<file path="config.mk">
export PLATFORM = sky130hd
export DESIGN_NAME = shift_add_mul
export DESIGN_NICKNAME = d
export VERILOG_FILES = /design/src/rtl/shift_add_mul_pkg.sv /design/src/rtl/shift_add_mul_adder.sv /design/src/rtl/shift_add_mul_ctrl.sv /design/src/rtl/shift_add_mul_datapath.sv /design/src/rtl/shift_add_mul.sv
export SDC_FILE = /design/constraint.sdc
export NUM_CORES = 1
export LEC_CHECK = 0
export BUFFER_PORTS_ARGS = -buffer_cell sky130_fd_sc_hd__buf_2
export CAP_MARGIN = 20
export CORE_MARGIN = 1.5
export CORE_UTILIZATION = 43
export CTS_CLUSTER_SIZE = 14
export DETAILED_ROUTE_END_ITERATION = 6
export HOLD_SLACK_MARGIN = 0.02
export PLACE_DENSITY = 0.68
export SLEW_MARGIN = 20
export SYNTH_ARGS = -nofsm -noshare
export SYNTH_HDL_FRONTEND = slang
export SYNTH_SLANG_ARGS = --single-unit
</file>
<file path="constraint.sdc">
create_clock -name clk -period 2.72 [get_ports clk]
set_clock_uncertainty 0.05 [all_clocks]
set_input_delay 0.408 -clock clk [delete_from_list [all_inputs] [get_ports clk]]
set_output_delay 0.408 -clock clk [all_outputs]
set_load 0.02 [all_outputs]
</file>
<file path="src/rtl/shift_add_mul_pkg.sv">
package shift_add_mul_pkg;

    typedef enum logic {
        MS_IDLE = 1'b0,
        MS_RUN  = 1'b1
    } mul_state_e;

    typedef struct packed {
        logic load;
        logic step;
        logic last;
    } mul_ctl_t;

endpackage

</file>
<file path="src/rtl/shift_add_mul_adder.sv">
module shift_add_mul_adder #(
    parameter int W = 32
) (
    input  logic [W-1:0] a,
    input  logic [W-1:0] b,
    output logic [W:0]   sum
);
    always_comb begin
        sum = {1'b0, a} + {1'b0, b};
    end
endmodule

</file>
<file path="src/rtl/shift_add_mul_ctrl.sv">
module shift_add_mul_ctrl
    import shift_add_mul_pkg::*;
#(
    parameter int OP_W = 32
) (
    input  logic     clk,
    input  logic     rst,
    input  logic     start,
    output mul_ctl_t ctl,
    output logic     busy,
    output logic     done
);
    localparam int CNT_W = (OP_W > 1) ? $clog2(OP_W) : 1;
    localparam logic [CNT_W-1:0] LAST_CNT = CNT_W'(OP_W - 1);

    mul_state_e       state_q;
    logic [CNT_W-1:0] iter_q;

    always_comb begin
        ctl.load = (state_q == MS_IDLE) && start;
        ctl.step = (state_q == MS_RUN);
        ctl.last = (state_q == MS_RUN) && (iter_q == LAST_CNT);
    end

    always_ff @(posedge clk) begin
        if (rst) begin
            state_q <= MS_IDLE;
            iter_q  <= '0;
            done    <= 1'b0;
        end else begin
            done <= ctl.last;
            unique case (state_q)
                MS_IDLE: begin
                    if (ctl.load) begin
                        state_q <= MS_RUN;
                        iter_q  <= '0;
                    end
                end
                MS_RUN: begin
                    iter_q <= iter_q + 1'b1;
                    if (ctl.last) begin
                        state_q <= MS_IDLE;
                    end
                end
                default: state_q <= MS_IDLE;
            endcase
        end
    end

    assign busy = (state_q == MS_RUN);
endmodule

</file>
<file path="src/rtl/shift_add_mul_datapath.sv">
module shift_add_mul_datapath
    import shift_add_mul_pkg::*;
#(
    parameter int OP_W = 32
) (
    input  logic              clk,
    input  logic              rst,
    input  mul_ctl_t          ctl,
    input  logic [OP_W-1:0]   mcand_in,
    input  logic [OP_W-1:0]   mplier_in,
    output logic [2*OP_W-1:0] prod
);
    localparam int PW = 2 * OP_W;

    logic [OP_W-1:0] mcand_q;
    logic [PW-1:0]   prod_q;
    logic [OP_W:0]   add_sum;
    logic [OP_W:0]   upper_next;
    logic [PW-1:0]   shifted;

    shift_add_mul_adder #(.W(OP_W)) u_adder (
        .a   (prod_q[PW-1:OP_W]),
        .b   (mcand_q),
        .sum (add_sum)
    );

    // Upper half after the add decision, carry kept as its top bit,
    // then the whole register moves right one place.
    always_comb begin
        upper_next = prod_q[0] ? add_sum : {1'b0, prod_q[PW-1:OP_W]};
        shifted    = {upper_next, prod_q[OP_W-1:1]};
    end

    always_ff @(posedge clk) begin
        if (rst) begin
            mcand_q <= '0;
            prod_q  <= '0;
        end else if (ctl.load) begin
            mcand_q <= mcand_in;
            prod_q  <= {{OP_W{1'b0}}, mplier_in};
        end else if (ctl.step) begin
            prod_q  <= shifted;
        end
    end

    assign prod = prod_q;
endmodule

</file>
<file path="src/rtl/shift_add_mul.sv">
module shift_add_mul
    import shift_add_mul_pkg::*;
#(
    parameter int OP_W = 32
) (
    input  logic              clk,
    input  logic              rst,
    input  logic              start,
    input  logic [OP_W-1:0]   mcand_in,
    input  logic [OP_W-1:0]   mplier_in,
    output logic              busy,
    output logic              done,
    output logic [2*OP_W-1:0] product
);
    mul_ctl_t ctl;

    shift_add_mul_ctrl #(.OP_W(OP_W)) u_ctrl (
        .clk   (clk),
        .rst   (rst),
        .start (start),
        .ctl   (ctl),
        .busy  (busy),
        .done  (done)
    );

    shift_add_mul_datapath #(.OP_W(OP_W)) u_dp (
        .clk       (clk),
        .rst       (rst),
        .ctl       (ctl),
        .mcand_in  (mcand_in),
        .mplier_in (mplier_in),
        .prod      (product)
    );
endmodule

</file>
==> impl_metrics.py <==
metrics = {
    "run_status": {
        "status": "finished, final reports clean",
    },
    "drt": {
        "wl_per_cell_um": 14.4,
        "drt_wl_total_um": 15200,
        "met3_length_um": 962,
        "maxUsedRoutingLayer": "met4",
        "via_count": 5572,
        "drtIter0Drc": 266,
        "m1WireLength_um": 7100,
        "route.met2.wl_um": 6900,
        "postRouteAntennaNets": 0,
        "firstDrtPassIters": 5,
        "drc": 0,
        "via_per_inst": 5.30,
    },
    "timing": {
        "min_period_ns": 2.60,
        "worst_hold_slack_ns": 0.225,
        "setup_viol": 0,
        "fin_tns_setup_ns": 0,
        "tightestPinTransition_ns": 0.814,
        "rsz0062_at_grt": "yes",
        "clock.fmax_mhz": 384,
        "hold_viol_final": 0,
        "timing.final.ws_setup_ns": 0.116,
        "period_share_pct": 95.7,
        "relSlewSlack_pct": 45.6,
        "finalMaxSlewViolations": 0,
    },
    "synthesis": {
        "synthCells": 755,
        "synth-seq-cells": 103,
        "synth_cell_types": 51,
        "syn_area_per_cell_um2": 7.80,
        "syn-cell-area_um2": 5890,
        "synthArstFlopShare_pct": 0,
        "seq_area_frac_synth_pct": 35.0,
        "synth.area.top_cells": "dfxtp_1 (35%), a21oi_1 (9.9%), mux2i_1 (8.0%)",
        "synth_top_flop_cell": "dfxtp_1",
        "synth_top_area_share_pct": 35.0,
        "synth-edff-count": 0,
        "ys_warn_count": 0,
        "synth_top_area_cell": "dfxtp_1",
        "syn_nets": 857,
    },
    "setup_path": {
        "cp_max_fo": 4,
        "crit_start": "u_dp.prod[32]$_SDFFE_PP0P_",
        "startpoint_type": "flip-flop",
        "r2r_start": "u_dp.prod[32]$_SDFFE_PP0P_",
        "crit_end": "u_dp.prod[59]$_SDFFE_PP0P_",
        "crit_required_ns": 2.91,
        "reg2reg_depth": 11,
        "endpoint_kind": "flip-flop",
        "path_class": "reg -> reg",
        "arrival_ns": 2.79,
        "r2r_slack_ns": 0.12,
        "r2r-end": "u_dp.prod[59]$_SDFFE_PP0P_",
    },
    "cells_and_area": {
        "finalNetCount": 972,
        "n_fill_cell": 1315,
        "seqCellArea_um2": 2070,
        "multi_input_area_um2": 3610,
        "final_area_um2": 7080,
        "areaGrowthSynthToFinish_pct": 20.2,
        "drive_gt1_share_pct": 20.9,
        "final_util_pct": 53.2,
        "diodes": 0,
    },
    "cts": {
        "cts_made_buffers": 9,
        "cts_sinks": 103,
        "clk_latency_ns": 0.36,
        "clk_path_buf_depth": 2,
        "cts_tree": "done",
        "h-tree-depth": 3,
        "clk_pin_slew_ns": 0.08,
        "clockRootBuffer": "clkbuf_16",
    },
    "global_routing": {
        "grt_max_degree": 112,
        "grt_antenna_before_repair": 0,
        "grt_pass1_vias": 5140,
        "grt_usage_pct": 21.5,
        "overflow": 0,
        "grt_pass1_wl_um": 24800,
    },
    "worst_hold_path": {
        "hp-class": "in -> reg",
    },
    "placement": {
        "place.gp.congestion": 0.925,
        "io_buffers": 132,
        "postPlaceCellArea_um2": 6730,
        "dp_hpwl_um": 10900,
        "post-place-ws_ns": 0.0639,
    },
    "power_and_ir_drop": {
        "p_leak_nw": 3.27,
        "p_per_area_nw_per_um2": 515,
        "peakVddDrop_uv": 330,
    },
    "floorplan": {
        "initial_core_util_pct": 44.3,
        "die_h_um": 120,
        "core_area_um2": 13300,
        "die_x_um": 120,
        "row_count": 42,
        "dieArea_um2": 14400,
        "pin_count": 133,
    },
    "run": {
        "maxCapViolCount": 0,
    },
}
cell usage in the layout, fill, tap and decap left out, drive strengths merged, types with 14 or more instances in the layout:
cell / netlist / routed
nor2: 105 / 105
buf: 12 / 151
nor2b: 16 / 16
a21oi: 120 / 120
nand3: 21 / 21
xnor2: 14 / 14
dfxtp: 103 / 103
inv: 12 / 15
xor2: 15 / 15
ha: 34 / 34
o21ai: 29 / 29
nand2: 96 / 96
mux2i: 47 / 47
a21o: 14 / 14
what timing repair did:
item / CTS / global route
hold endpoints to repair: 0 / 0
buffers inserted: 0 / 2
resized for setup: 0 / 3
endpoints found under the setup margin: 0 / 5
hold buffers: 0 / 0
metal layers:
layer  track usage [%]  vias up
met5                 0        -
met4              5.95        0
met3              5.23       16
met2              34.5      159
met1              28.6     2521
li1                  -     2876
final cells by class:
cell class                      count  area share [%]
Clock buffer                        9            3.18
Clock inverter                      7            1.33
Inverter                           12           0.636
Multi-Input combinational cell    593            51.0
Sequential cell                   103            29.2
Tap cell                          176            3.11
Timing Repair Buffer              151            11.5
worst min-delay path by stage:
stage | to | cells past startpoint | slack [ns] | startpoint
2_1_floorplan | u_dp.mcand_q[0]$_SDFFE_PP0P_ | 2 | 0.39 | u_dp.mcand_q[0]$_SDFFE_PP0P_
6_report | u_dp.mcand_q[6]$_SDFFE_PP0P_ | 3 | 0.22 | mcand_in[6]
5_1_grt | u_dp.mcand_q[1]$_SDFFE_PP0P_ | 3 | 0.22 | mcand_in[1]
3_5_place_dp | u_dp.mcand_q[7]$_SDFFE_PP0P_ | 2 | 0.41 | u_dp.mcand_q[7]$_SDFFE_PP0P_
3_3_place_gp | u_dp.mcand_q[30]$_SDFFE_PP0P_ | 2 | 0.40 | u_dp.mcand_q[30]$_SDFFE_PP0P_
4_1_cts | u_dp.mcand_q[31]$_SDFFE_PP0P_ | 3 | 0.22 | mcand_in[31]
stage by stage:
| step | cells | power (mW) |
|---|---|---|
| after CTS | 1049 | 3.67 |
| after global placement | 1033 | 2.34 |
| after detailed placement | 1033 | 2.35 |
| after floorplan | 755 | 2.14 |
| after global routing | 1051 | 3.82 |
| final | 1051 | 3.64 |
worst max-delay path: stages (launching register included):
cell and delay [ns]:
dfxtp_1 0.32, ha_2 0.19, fa_2 0.36, a21oi_2 0.19, o21ai_2 0.10, a211oi_4 0.25, nand3_1 0.10, and3_4 0.22
a211o_1 0.26, a31o_1 0.24, xnor2_1 0.13, a31oi_1 0.09
sequential cells by signal (all words and copies together) (netlist names):
name,count
u_ctrl.iter_q,5
u_ctrl.done,1
u_dp.prod,64
u_ctrl.busy,1
u_dp.mcand_q,32
power by group:
group          internal, mW  switching (mW)
combinational         0.252           0.398
clock                 0.665           0.664
sequential             1.59          0.0749
logic make-up (layout without fill, tap and decap cells):
kind of cell	Yosys count	in the layout	share of synthesized area, %
mux	47	47	7.99
buf+inv	59	179	3.93
flops	103	103	35.0
fa+ha+maj	35	35	7.56
simple gates	266	266	19.3
compound gates	216	216	21.8
xor+xnor	29	29	4.31
Yosys cell counts (all sizes together), types with 3 or more instances:
library cell  number
a21oi            120
nor2b             16
o22ai             12
nand2b             6
mux2i             47
nor2             105
o211ai             3
o21bai             3
o21ai             29
xnor2             14
a21o              14
nor3               6
nand3             21
nand2             96
nand4              5
a211oi            12
ha                34
buf               12
a31oi              7
and3               4
inv               12
nor3b              3
clkbuf            35
dfxtp            103
xor2              15
(Power assumes the default switching activity.)
